$ cat src/rtl/ipc_pkg.sv
package ipc_pkg;
  // register width and the two bit positions the core software decodes
  localparam int PCTL_W   = 8;
  localparam int IDLE_POS = 0;
  localparam int SKIP_POS = 4;

  typedef enum logic {
    MODE_RUN  = 1'b0,
    MODE_IDLE = 1'b1
  } pmode_e;

  function automatic pmode_e mode_of(input logic [PCTL_W-1:0] r);
    return r[IDLE_POS] ? MODE_IDLE : MODE_RUN;
  endfunction
endpackage

$ cat src/rtl/ipc_ctl_reg.sv
module ipc_ctl_reg
  import ipc_pkg::*;
(
  input  logic              clk,
  input  logic              rst,
  input  logic              wr_en,
  input  logic [PCTL_W-1:0] wr_data,
  input  logic              wake,
  output pmode_e            mode_o,
  output logic              skip_o,
  output logic [PCTL_W-1:0] rdata_o
);
  logic [PCTL_W-1:0] q;

  always_ff @(posedge clk) begin
    if (rst) begin
      q <= '0;
    end else if (mode_of(q) == MODE_IDLE) begin
      if (wake) q[IDLE_POS] <= 1'b0;
    end else if (wr_en) begin
      q <= wr_data;
    end
  end

  assign mode_o  = mode_of(q);
  assign skip_o  = q[SKIP_POS];
  assign rdata_o = q;


  wake_clears_idle_chk: assert property (@(posedge clk) disable iff (rst)
    (q[IDLE_POS] && wake) |=> (!q[IDLE_POS] && $stable(q[PCTL_W-1:1])));


  idle_write_ignored_chk: assert property (@(posedge clk) disable iff (rst)
    (q[IDLE_POS] && !wake) |=> $stable(q));
endmodule

$ cat src/rtl/ipc_wake_det.sv
module ipc_wake_det #(
  parameter int NUM_IRQ = 8,
  localparam int IDX_W = (NUM_IRQ > 1) ? $clog2(NUM_IRQ) : 1
) (
  input  logic [NUM_IRQ-1:0] irq_pend,
  input  logic [NUM_IRQ-1:0] irq_en,
  input  logic               idle_i,
  output logic               wake_o,
  output logic [IDX_W-1:0]   idx_o
);
  logic [NUM_IRQ-1:0] live;

  for (genvar g = 0; g < NUM_IRQ; g++) begin : g_mask
    assign live[g] = irq_pend[g] & irq_en[g];
  end

  always_comb begin
    idx_o = '0;
    for (int i = NUM_IRQ - 1; i >= 0; i--) begin
      if (live[i]) idx_o = IDX_W'(i);
    end
  end

  assign wake_o = idle_i & (|live);
endmodule

$ cat src/rtl/ipc_seq.sv
module ipc_seq #(
  parameter int IDX_W = 3
) (
  input  logic             clk,
  input  logic             rst,
  input  logic             idle_i,
  input  logic             wake_i,
  input  logic             skip_i,
  input  logic [IDX_W-1:0] idx_i,
  output logic             clk_en_o,
  output logic             take_o,
  output logic [IDX_W-1:0] take_idx_o
);
  always_ff @(posedge clk) begin
    if (rst) begin
      clk_en_o   <= 1'b1;
      take_o     <= 1'b0;
      take_idx_o <= '0;
    end else begin
      clk_en_o <= !(idle_i && !wake_i);
      take_o   <= wake_i && !skip_i;
      if (wake_i) take_idx_o <= idx_i;
    end
  end


  en_drop_only_idle_chk: assert property (@(posedge clk) disable iff (rst)
    $fell(clk_en_o) |-> $past(idle_i && !wake_i));


  wake_restores_en_chk: assert property (@(posedge clk) disable iff (rst)
    wake_i |=> clk_en_o);


  take_needs_idle_chk: assert property (@(posedge clk) disable iff (rst)
    take_o |-> $past(idle_i && wake_i));


  skip_blocks_take_chk: assert property (@(posedge clk) disable iff (rst)
    take_o |-> !$past(skip_i));


  take_single_pulse_chk: assert property (@(posedge clk) disable iff (rst)
    take_o |=> !take_o);
endmodule

$ cat src/rtl/idle_pwr_ctrl.sv
module idle_pwr_ctrl
  import ipc_pkg::*;
#(
  parameter int NUM_IRQ = 8,
  localparam int IDX_W = (NUM_IRQ > 1) ? $clog2(NUM_IRQ) : 1
) (
  input  logic               clk,
  input  logic               rst,
  input  logic               pctl_wr,
  input  logic [PCTL_W-1:0]  pctl_wdata,
  input  logic [NUM_IRQ-1:0] irq_pend,
  input  logic [NUM_IRQ-1:0] irq_en,
  output logic               cpu_clk_en,
  output logic               take_irq,
  output logic [IDX_W-1:0]   take_idx,
  output logic [PCTL_W-1:0]  pctl_rdata
);
  pmode_e           mode;
  logic             skip;
  logic             wake;
  logic [IDX_W-1:0] win_idx;

  ipc_ctl_reg u_reg (
    .clk     (clk),
    .rst     (rst),
    .wr_en   (pctl_wr),
    .wr_data (pctl_wdata),
    .wake    (wake),
    .mode_o  (mode),
    .skip_o  (skip),
    .rdata_o (pctl_rdata)
  );

  ipc_wake_det #(.NUM_IRQ(NUM_IRQ)) u_det (
    .irq_pend (irq_pend),
    .irq_en   (irq_en),
    .idle_i   (mode == MODE_IDLE),
    .wake_o   (wake),
    .idx_o    (win_idx)
  );

  ipc_seq #(.IDX_W(IDX_W)) u_seq (
    .clk        (clk),
    .rst        (rst),
    .idle_i     (mode == MODE_IDLE),
    .wake_i     (wake),
    .skip_i     (skip),
    .idx_i      (win_idx),
    .clk_en_o   (cpu_clk_en),
    .take_o     (take_irq),
    .take_idx_o (take_idx)
  );


  take_idx_live_chk: assert property (@(posedge clk) disable iff (rst)
    take_irq |-> ((($past(irq_pend & irq_en) >> take_idx) & 1) != 0));
endmodule

$ cat config.mk
export PLATFORM = sky130hd
export DESIGN_NAME = idle_pwr_ctrl
export DESIGN_NICKNAME = d
export VERILOG_FILES = /design/src/rtl/ipc_pkg.sv /design/src/rtl/ipc_ctl_reg.sv /design/src/rtl/ipc_wake_det.sv /design/src/rtl/ipc_seq.sv /design/src/rtl/idle_pwr_ctrl.sv
export SDC_FILE = /design/constraint.sdc
export NUM_CORES = 1
export LEC_CHECK = 0
export BUFFER_PORTS_ARGS = -buffer_cell sky130_fd_sc_hd__buf_2
export CAP_MARGIN = 40
export CORE_MARGIN = 4
export CORE_UTILIZATION = 42
export CTS_CLUSTER_SIZE = 28
export DETAILED_ROUTE_END_ITERATION = 12
export PLACE_DENSITY = 0.91
export REMOVE_ABC_BUFFERS = 1
export SLEW_MARGIN = 20
export SYNTH_ARGS = -nofsm -noshare
export SYNTH_HDL_FRONTEND = slang
export SYNTH_SLANG_ARGS = --single-unit
$ cat constraint.sdc
create_clock -name clk -period 2.04 [get_ports clk]
set_input_delay 0.408 -clock clk [delete_from_list [all_inputs] [get_ports clk]]
set_output_delay 0.408 -clock clk [all_outputs]
set_load 0.05 [all_outputs]
Word-level counts from Yosys, hierarchy flattened
Index checks and enable logic that the tools add are counted.
{"block": "totals", "ff_bits": 13, "latch_bits": 0, "mem_bits_rw": 0, "mem_bits_ro": 0, "output_inout_bits": 13, "elab_cells": 37, "memories": 0}
{"block": "op_classes", "add_sub_neg": 0, "multipliers": 0, "div_mod_pow": 0, "magnitude_cmp": 0, "n_eq_ne": 1, "shifts": 0, "n_mux": 12, "bitwise": 10, "n_reduce_logical": 9}
{"operator": "3-bit two-way mux", "n": 8}
{"operator": "1-bit bitwise AND", "n": 9}
{"operator": "8-bit OR reduction", "n": 1}
{"operator": "1-bit two-way mux", "n": 4}
{"operator": "2-bit AND reduction", "n": 2}
{"operator": "1-bit zero test", "n": 3}
{"operator": "1-bit logical AND", "n": 2}
{"operator": "2-bit by 1-bit inequality test with 1-bit output (second input constant)", "n": 1}
{"operator": "2-bit nonzero test", "n": 1}
{"operator": "1-bit inverter", "n": 1}

Longest topological paths before layout
Gate-level depths: netlist (run 1).
{"block": "depth", "word_depth": 9, "depth_mapped": 4}

Modules after synthesis
Synthesis (run 1) repeated with hierarchy kept, for this count alone.
{"block": "hier_totals", "cells_unflattened": 68, "area_unflattened_um2": 666.9}
{"mod": "ipc_ctl_reg", "n_inst": 1, "cells_each": 36, "area_each_um2": 391.6, "seq_area_each_um2": 160.2}
{"mod": "ipc_seq", "n_inst": 1, "cells_each": 13, "area_each_um2": 157.7, "seq_area_each_um2": 100.1}
{"mod": "ipc_wake_det", "n_inst": 1, "cells_each": 19, "area_each_um2": 117.6, "seq_area_each_um2": 0.0}

Worst setup path before layout (run 1)
No wires, ideal clock.
{"block": "synth_path", "kind": "in2reg", "from": "in irq_pend[6]", "to": "reg u_seq.take_idx_o[0]", "setup_time_ns": 0.069, "t_arrival_ns": 1.089, "required_time_ns": 1.971, "path_slack_ns": 0.882, "cell_stages": 4, "n_path_buf": 0, "path_cell_list": "a22oi_2 nand4_1 a211o_1 o21ai_1"}
{"block": "synth_between", "elab_chain_cells": 8, "word_cells_on_any_way": 10, "classes_between": "mux: 7; bitwise: 2; reduce/logical: 1"}
{"item": "start, declared", "line_no": "idle_pwr_ctrl.sv:11", "rtl": "input logic [NUM_IRQ-1:0] irq_pend,"}
{"item": "1-bit bitwise AND *", "line_no": "ipc_wake_det.sv:14", "rtl": "assign live[g] = irq_pend[g] & irq_en[g];"}
{"item": "3-bit two-way mux (7 in series)", "line_no": "ipc_wake_det.sv:20", "rtl": "if (live[i]) idx_o = IDX_W'(i);"}
{"item": "end signal, assigned", "line_no": "ipc_seq.sv:22", "rtl": "if (wake_i) take_idx_o <= idx_i;"}
{"item": "end, declared", "line_no": "ipc_seq.sv:12", "rtl": "output logic [IDX_W-1:0] take_idx_o"}
Every way passes the cells marked *; elsewhere a longest branch is shown, timed or not.
A chain may end at the register's enable or synchronous reset.

Final worst setup path (run 1)
{"block": "layout_path", "from": "reg u_reg.q[0] (netlist: u_reg.rdata_o[0])", "to": "out pctl_rdata[0]"}
{"item": "start, declared", "line_no": "ipc_ctl_reg.sv:13", "rtl": "logic [PCTL_W-1:0] q;"}
{"item": "start signal, assigned", "line_no": "ipc_ctl_reg.sv:21", "rtl": "q <= wr_data;"}
{"item": "end, declared", "line_no": "idle_pwr_ctrl.sv:16", "rtl": "output logic [PCTL_W-1:0] pctl_rdata"}
No word-level cell between the ends.

==> impl_metrics.env, run 1 <==
export IMPL_outcome="finished, final reports clean"
export IMPL_synth_most_common_cell="dfxtp_1"
export IMPL_dp_hpwl_um=1171
export IMPL_post_place_cells=114
export IMPL_yosys_top_cells_count="dfxtp_1 (13), nand2_1 (8), nor2_1 (8)"
export IMPL_setup_viol=0
export IMPL_num_vias=615
export IMPL_io_buffers=39
export IMPL_cts_path_max_buffers=2
export IMPL_layout_drive_gt1_share_pct=46.60
export IMPL_synth_edf_count=0
export IMPL_fmax_mhz=673.7
export IMPL_ant_nets=0
export IMPL_synth_cells=63
export IMPL_period_needed_ns=1.484
export IMPL_worstHoldPathType="input pin to register"
export IMPL_fin_cells=118
export IMPL_cts_root_buf="clkbuf_4"
export IMPL_ir_worst_vdd_mv=0.4870
export IMPL_dieArea_um2=2103
export IMPL_skew_ns=0.003581
export IMPL_yosys_register_bits=13
export IMPL_worst_pin_slew_ns=0.2846
export IMPL_antenna_found_initial=0
export IMPL_rsz0062_at_grt="false"
export IMPL_h_tree_depth=1
export IMPL_first_pass_iters=4
export IMPL_finalNetCount=131
export IMPL_nFillCells=106
export IMPL_startpoint_type="register"
export IMPL_drc=0
export IMPL_period_share_pct=72.77
export IMPL_synth_area_um2=601.8
export IMPL_core_um2=1318
export IMPL_relSlewSlack_pct=81.00
export IMPL_criticalPathCategory="register to primary output"
export IMPL_ios=40
export IMPL_grt_max_degree=13
export IMPL_gr_total_overflow=0
export IMPL_async_flop_share_pct=0
export IMPL_yosys_area_top_type_share_pct=43.24
export IMPL_cts_tree="done"
export IMPL_synth_cell_type_count=25
export IMPL_ys_warn_count=0
export IMPL_path_delay_family="flip-flops"
export IMPL_path_cells="buf_2"
export IMPL_initial_utilization_pct=45.68
export IMPL_yosysTopAreaCell="dfxtp_1"
export IMPL_cts_resized=0
export IMPL_grt_pass1_wl_um=2435
export IMPL_drtIter0Drc=6
export IMPL_antenna_cells=0
export IMPL_grt_usage_pct=15.54
export IMPL_cts_made_buffers=3
export IMPL_synth_area_leaders="dfxtp_1 (43%), mux2i_1 (12%), a22oi_2 (6.2%)"
export IMPL_leakage_nw=0.4153
export IMPL_yosysSeqAreaShare_pct=43.24
export IMPL_synth_ff_type="dfxtp_1"
export IMPL_viasPerCell=5.212
export IMPL_fp_dieW_um=45.86
export IMPL_grt_pass1_vias=616
export IMPL_hold_violations=0
export IMPL_crit_required_ns=1.63
export IMPL_crit_arrival_ns=1.08
export IMPL_clk_pin_slew_ns=0.07
export IMPL_hold_buffers=0
export IMPL_rows=13
export IMPL_drv_slew=0
export IMPL_die_h_um=45.86
export IMPL_cp_buffers_inverters=1
export IMPL_clock_sinks=13
export IMPL_cts_setup_buffers=0
export IMPL_cpPeakStageDelay_ns=0.48
export IMPL_wl_um=1453
export IMPL_tns_ns=0
export IMPL_path_max_fanout=9
export IMPL_gp_congestion=0.6749
export IMPL_cp_slowest_cell="dfxtp_1"
export IMPL_area_growth_pct=37.21
export IMPL_syn_area_per_cell_um2=9.553
export IMPL_cap_violations=0
export IMPL_wl_per_cell_um=12.31
export IMPL_power_density_nw_per_um2=691.6
export IMPL_critPathCaptureType="primary output"
export IMPL_clk_latency_ns=0.27
## through the flow
| stage | setup slack [ns] | total power, mW | cell area (µm²) | hold WS [ns] | utilization, % |
|---|---|---|---|---|---|
| 2_1_floorplan | 0.5068 | 0.3700 | 578.1 | 0.4804 | - |
| 3_3_place_gp | 0.7342 | 0.4230 | 799.5 | 0.4387 | 60.68 |
| 3_5_place_dp | 0.6976 | 0.4270 | 799.5 | 0.4468 | 60.68 |
| 4_1_cts | 0.5524 | 0.5798 | 825.8 | 0.3695 | 62.68 |
| 5_1_grt | 0.5000 | 0.6026 | 825.8 | 0.3823 | 62.68 |
| 6_report | 0.5556 | 0.5711 | 825.8 | 0.3768 | 62.68 |
## final timing paths
kind | startpoint | endpoint | slack (ns) | cells past startpoint
setup / recovery | u_reg.rdata_o[0]$_SDFFE_PP0P_ | pctl_rdata[0] | 0.56 | 1
hold reg to reg | u_reg.rdata_o[4]$_SDFFE_PP0P_ | u_seq.take_o$_SDFF_PP0_ | 0.46 | 1
setup reg to reg | u_reg.rdata_o[0]$_SDFFE_PP0P_ | u_reg.rdata_o[0]$_SDFFE_PP0P_ | 0.91 | 4
hold / removal | pctl_wdata[6] | u_reg.rdata_o[6]$_SDFFE_PP0P_ | 0.38 | 3
## per-layer routing
metal  up-vias  wire length, µm  track usage, %
met5         -                0               0
met4         0                9           4.545
met3         2               83           4.348
met2        19              795           26.37
met1       286              564           18.81
li1        308                -               -
## worst register-to-register path: cells and delay by family (launching register included)
kind | cells | cell delay, ns
flip-flops | 1 | 0.48
buffers and inverters | 1 | 0.19
AND/OR/NAND/NOR | 2 | 0.13
AO/OA/AOI/OAI | 1 | 0.21
## area by class of cell
type	count	area [µm²]	area share [%]
Clock buffer	4	26.28	3.182
Inverter	1	3.754	0.4545
Multi-Input combinational cell	45	314.1	38.03
Sequential cell	13	260.3	31.52
Tap cell	15	18.77	2.273
Timing Repair Buffer	40	202.7	24.55
## kinds of logic after synthesis
logic type / count (synthesis) / share of synthesized area (%)
AND/OR/NAND/NOR: 24 / 18.71
AO/OA/AOI/OAI: 14 / 21.83
multiplexers: 7 / 11.64
buffers and inverters: 5 / 4.571
flip-flops: 13 / 43.24
## flip-flops by register name, summed over array words and instances, names as in the netlist
register,cells
u_seq.take_idx_o,3
u_reg.rdata_o,8
u_seq.clk_en_o,1
u_seq.take_o,1
## power by group
group          leakage [nW]  internal (mW)  switching [mW]
Clock                0.0150         0.0757          0.0739
Combinational         0.294         0.0550          0.0925
Sequential            0.107          0.267         0.00754
## cells in the final DEF (no fill, tap or decap), drive strengths merged
cell type / Yosys / final
a211oi: 1 / 1
dfxtp: 13 / 13
clkbuf: 1 / 4
a211o: 1 / 1
o21ai: 1 / 1
a31oi: 1 / 1
nor2b: 2 / 2
nand2b: 1 / 1
a21boi: 1 / 1
a21oi: 2 / 2
a22oi: 5 / 5
nand3: 1 / 1
nor3b: 1 / 1
buf: 3 / 40
mux2i: 7 / 7
and4: 1 / 1
nor2: 8 / 8
nor3: 1 / 1
nand2: 8 / 8
a32o: 2 / 2
nand4: 1 / 1
inv: 1 / 1
No activity file was read; power rests on OpenSTA's default activity.
==> run 2, diff against run 1 <==
CORE_UTILIZATION = 39   (was 42)
PLACE_DENSITY = 0.86   (was 0.91)
clock period = 1.4 ns   (was 2.04 ns; I/O delays follow)
==> run 2 against run 1 <==
Net effect:
- sequential share of layout area down 0.28 points
- first-iteration DRC count up 67%
- clock power up 53%
- hold slack worse by 0.14 ns
- sequential power up 45%
- final cell count up 0.85%
- non-clock buffer count up 1
- critical path depth unchanged
- count of clock-buffer cells in the layout unchanged
- core utilization down 2.4 points
- total power up 48%
- global-route usage down 1.0 points
- largest power group unchanged
==> impl_metrics.env, run 2 (synthesis gave the netlist of run 1 again) <==
export IMPL_cts_made_buffers=3
export IMPL_clk_pin_slew_ns=0.08
export IMPL_num_vias=603
export IMPL_cp_slowest_cell="dfxtp_1"
export IMPL_first_pass_iters=4
export IMPL_fp_dieW_um=47.28
export IMPL_wl_per_cell_um=12.26
export IMPL_setup_viol=0
export IMPL_cts_root_buf="clkbuf_4"
export IMPL_skew_ns=0.001446
export IMPL_outcome="finished, final reports clean"
export IMPL_layout_drive_gt1_share_pct=47.12
export IMPL_tns_ns=0
export IMPL_p_sw_mw=0.2661
export IMPL_layout_commonest_cell="buf_2"
export IMPL_nFillCells=122
export IMPL_core_um2=1383
export IMPL_clock_sinks=13
export IMPL_p_int_mw=0.5809
export IMPL_p_total_mw=0.8470
export IMPL_critPathCaptureType="primary output"
export IMPL_comb_power_share_pct=25.8
export IMPL_initial_utilization_pct=43.53
export IMPL_hold_buffers=0
export IMPL_h_tree_depth=1
export IMPL_clk_latency_ns=0.27
export IMPL_gp_congestion=0.7058
export IMPL_io_buffers=39
export IMPL_finalNetCount=132
export IMPL_grt_max_degree=13
export IMPL_hold_violations=0
export IMPL_cpPeakStageDelay_ns=0.49
export IMPL_seq_power_share_pct=47.0
export IMPL_drc=0
export IMPL_preCtsSetupSlack_ns=0.1748
export IMPL_ir_worst_vdd_mv=0.5082
export IMPL_switching_share_pct=31.42
export IMPL_startpoint_type="register"
export IMPL_rsz0062_at_grt="false"
export IMPL_fmax_mhz=730.1
export IMPL_die_h_um=47.28
export IMPL_antenna_found_initial=0
export IMPL_clkPwrFrac_pct=27.2
export IMPL_criticalPathCategory="register to primary output"
export IMPL_path_max_fanout=9
export IMPL_grt_usage_pct=14.51
export IMPL_cts_setup_buffers=0
export IMPL_cp_buffers_inverters=1
export IMPL_dieArea_um2=2235
export IMPL_largest_register_ff_count=8
export IMPL_cts_resized=0
export IMPL_worstHoldPathType="input pin to register"
export IMPL_cap_violations=0
export IMPL_rows=13
export IMPL_viasPerCell=5.067
export IMPL_ios=40
export IMPL_fin_ws_ns=0.03034
export IMPL_path_cells="buf_2"
export IMPL_antenna_cells=0
export IMPL_ant_nets=0
export IMPL_hold_slack_ns=0.2405
export IMPL_relSlewSlack_pct=80.96
export IMPL_drtIter0Drc=10
export IMPL_area_growth_pct=38.46
export IMPL_period_needed_ns=1.370
export IMPL_grt_pass1_wl_um=2270
export IMPL_worst_pin_slew_ns=0.2853
export IMPL_cts_path_max_buffers=2
export IMPL_power_density_nw_per_um2=1016
export IMPL_crit_required_ns=1.12
export IMPL_path_delay_family="flip-flops"
export IMPL_crit_arrival_ns=1.09
export IMPL_leakage_nw=0.4202
export IMPL_cts_tree="done"
export IMPL_wl_um=1459
export IMPL_period_share_pct=97.83
export IMPL_grt_pass1_vias=575
export IMPL_gr_total_overflow=0
export IMPL_dp_hpwl_um=1199
export IMPL_drv_slew=0
export IMPL_r2r_slack_ns=0.27
export IMPL_mostFrequentLayoutCells="buf_2 (39), dfxtp_1 (13), nor2_1 (8), nand2_1 (8), mux2i_1 (7)"
run 2: final cells by class:
type / instances / area [µm²] / area share, %
sequential: 13 / 260.3 / 31.23
clock buffer: 4 / 26.28 / 3.153
timing repair buffer: 41 / 210.2 / 25.23
inverter: 1 / 3.754 / 0.4505
multi-input combinational: 45 / 314.1 / 37.69
tap: 15 / 18.77 / 2.252
run 2: metal layers:
layer  wire length (µm)  share of wire [%]  GRT usage [%]
met1                642                 44          16.86
met2                710                 49          23.53
met3                 98                6.7          6.513
met4                  8               0.55          4.972
met5                  0                  0              0
run 2: worst paths after layout:
| kind | start | cells past startpoint | to |
|---|---|---|---|
| worst max register to register | u_reg.rdata_o[0]$_SDFFE_PP0P_ | 4 | u_reg.rdata_o[5]$_SDFFE_PP0P_ |
| worst max-delay path | u_reg.rdata_o[0]$_SDFFE_PP0P_ | 1 | pctl_rdata[0] |
| worst min-delay path | pctl_wdata[6] | 3 | u_reg.rdata_o[6]$_SDFFE_PP0P_ |
| worst min register to register | u_reg.rdata_o[4]$_SDFFE_PP0P_ | 1 | u_seq.take_o$_SDFF_PP0_ |
run 2: metrics by stage:
stage	instance area (µm²)	util (%)	std cells
floorplan	578.1	-	59
global placement	807.0	58.37	115
detailed placement	807.0	58.37	115
CTS	833.3	60.27	119
global route	833.3	60.27	119
finish	833.3	60.27	119
run 2: power groups by stage:
stage | combinational [mW] | clock, mW | sequential (mW)
CTS | 0.219 | 0.234 | 0.399
floorplan | 0.0668 | 0 | 0.472
finish | 0.218 | 0.230 | 0.398
global placement | 0.213 | 0 | 0.407
global route | 0.235 | 0.251 | 0.400
detailed placement | 0.218 | 0 | 0.407
==> run 3, diff against run 2 <==
BUFFER_PORTS_ARGS = default   (was -buffer_cell sky130_fd_sc_hd__buf_2)
CORE_AREA = 4 4 41 43   (was default)
CORE_MARGIN = default   (was 4)
CORE_UTILIZATION = default   (was 39)
DIE_AREA = 0 0 45 47   (was default)
DONT_BUFFER_PORTS = 1   (was default)
PLACE_DENSITY = 0.71   (was 0.86)
==> run 3 against run 2 <==
Net effect:
- clock skew decreased by 0.0011 ns
- count of clock-buffer cells in the layout unchanged
- die area decreased by 5.4%
- flip-flop and latch count unchanged
- sequential share of layout area increased by 8.2 points
- hold slack got worse by 0.17 ns
- final cell count decreased by 30%
- highest routed layer is now met3
- global-route usage decreased by 2.1 points
- final area decreased by 21%
==> impl_metrics.env, run 3 (synthesis gave the netlist of run 1 again) <==
export IMPL_drc=0
export IMPL_cp_startpoint="u_reg.rdata_o[0]$_SDFFE_PP0P_"
export IMPL_cts_setup_buffers=0
export IMPL_num_vias=487
export IMPL_grt_pass1_vias=466
export IMPL_core_um2=1301
export IMPL_clk_latency_ns=0.27
export IMPL_grt_pass1_wl_um=1897
export IMPL_layout_drive_gt1_share_pct=19.12
export IMPL_nFillCells=132
export IMPL_clk_pin_slew_ns=0.07
export IMPL_gr_total_overflow=0
export IMPL_final_util_pct=50.77
export IMPL_drv_slew=0
export IMPL_wl_um=1255
export IMPL_cts_path_max_buffers=2
export IMPL_path_max_fanout=8
export IMPL_gp_congestion=0.7022
export IMPL_path_cells="buf_4"
export IMPL_cts_resized=0
export IMPL_cpPeakStageDelay_ns=0.46
export IMPL_mostFrequentLayoutCells="dfxtp_1 (13), nor2_1 (8), nand2_1 (8)"
export IMPL_skew_ns=0.0003471
export IMPL_criticalPathCategory="register to primary output"
export IMPL_wl_per_cell_um=15.12
export IMPL_fmax_mhz=792.0
export IMPL_relSlewSlack_pct=65.77
export IMPL_h_tree_depth=1
export IMPL_met2_usage_pct=19.49
export IMPL_fin_cells=83
export IMPL_area_growth_pct=9.771
export IMPL_hold_violations=0
export IMPL_reg2reg_from="u_reg.rdata_o[0]$_SDFFE_PP0P_"
export IMPL_period_share_pct=90.19
export IMPL_rows=13
export IMPL_antenna_found_initial=0
export IMPL_path_delay_family="flip-flops"
export IMPL_crit_arrival_ns=0.98
export IMPL_use_met1_pct=15.55
export IMPL_crit_required_ns=1.12
export IMPL_hold_slack_ns=0.07379
export IMPL_fp_dieW_um=45
export IMPL_viasPerCell=5.867
export IMPL_ant_nets=0
export IMPL_io_buffers=0
export IMPL_drtIter0Drc=2
export IMPL_cap_violations=0
export IMPL_first_pass_iters=4
export IMPL_grt_usage_pct=12.41
export IMPL_largest_register_ff_count=8
export IMPL_tns_ns=0
export IMPL_cp_buffers_inverters=1
export IMPL_ir_worst_vdd_mv=0.5189
export IMPL_dieArea_um2=2115
export IMPL_worst_pin_slew_ns=0.5127
export IMPL_post_place_cells=79
export IMPL_startpoint_type="register"
export IMPL_use_met3_pct=6.513
export IMPL_layout_commonest_cell="dfxtp_1"
export IMPL_ios=40
export IMPL_busiest_layer="met2"
export IMPL_worstHoldPathType="input pin to register"
export IMPL_antenna_cells=0
export IMPL_setup_viol=0
export IMPL_leakage_nw=0.2695
export IMPL_outcome="finished, final reports clean"
export IMPL_die_h_um=47
export IMPL_grt_max_degree=13
export IMPL_power_density_nw_per_um2=1166
export IMPL_cts_tree="done"
export IMPL_min_from="rst"
export IMPL_dp_hpwl_um=1017
export IMPL_cp_slowest_cell="dfxtp_1"
export IMPL_period_needed_ns=1.263
export IMPL_finalNetCount=96
export IMPL_rsz0062_at_grt="false"
export IMPL_initial_utilization_pct=46.25
export IMPL_clock_sinks=13
export IMPL_cts_made_buffers=3
export IMPL_hold_buffers=0
export IMPL_critPathCaptureType="primary output"
export IMPL_cts_root_buf="clkbuf_4"
[run 3: cell type report]
| type | count | area [µm²] | area share (%) |
|---|---|---|---|
| timing repair buffer | 5 | 37.54 | 5.682 |
| sequential | 13 | 260.3 | 39.39 |
| clock buffer | 4 | 26.28 | 3.977 |
| tap | 15 | 18.77 | 2.841 |
| inverter | 1 | 3.754 | 0.5682 |
| multi-input combinational | 45 | 314.1 | 47.54 |
[run 3: per-stage QoR]
| step | worst slack (ns) | instance area (µm²) | power [mW] |
|---|---|---|---|
| 2_1_floorplan | -0.1332 | 578.1 | 0.5391 |
| 3_3_place_gp | 0.3387 | 634.4 | 0.5612 |
| 3_5_place_dp | 0.3121 | 634.4 | 0.5629 |
| 4_1_cts | 0.1261 | 660.6 | 0.7874 |
| 5_1_grt | 0.06801 | 660.6 | 0.8114 |
| 6_report | 0.1374 | 660.6 | 0.7705 |
[run 3: final timing paths]
kind | endpoint | slack (ns) | cells after the start
setup / recovery | pctl_rdata[0] | 0.14 | 1
hold / removal | u_reg.rdata_o[6]$_SDFFE_PP0P_ | 0.07 | 1
setup reg to reg | u_reg.rdata_o[6]$_SDFFE_PP0P_ | 0.34 | 4
hold reg to reg | u_seq.take_o$_SDFF_PP0_ | 0.45 | 1
[run 3: metal layers]
| metal | vias to the layer above | routed length, µm |
|---|---|---|
| met5 | - | 0 |
| met4 | 0 | 0 |
| met3 | 0 | 87 |
| met2 | 14 | 680 |
| met1 | 234 | 487 |
| li1 | 239 | - |
[run 3: report_power, final]
part | switching, mW | internal [mW]
Sequential | 0.0582 | 0.388
Clock | 0.107 | 0.110
Combinational | 0.0568 | 0.0496
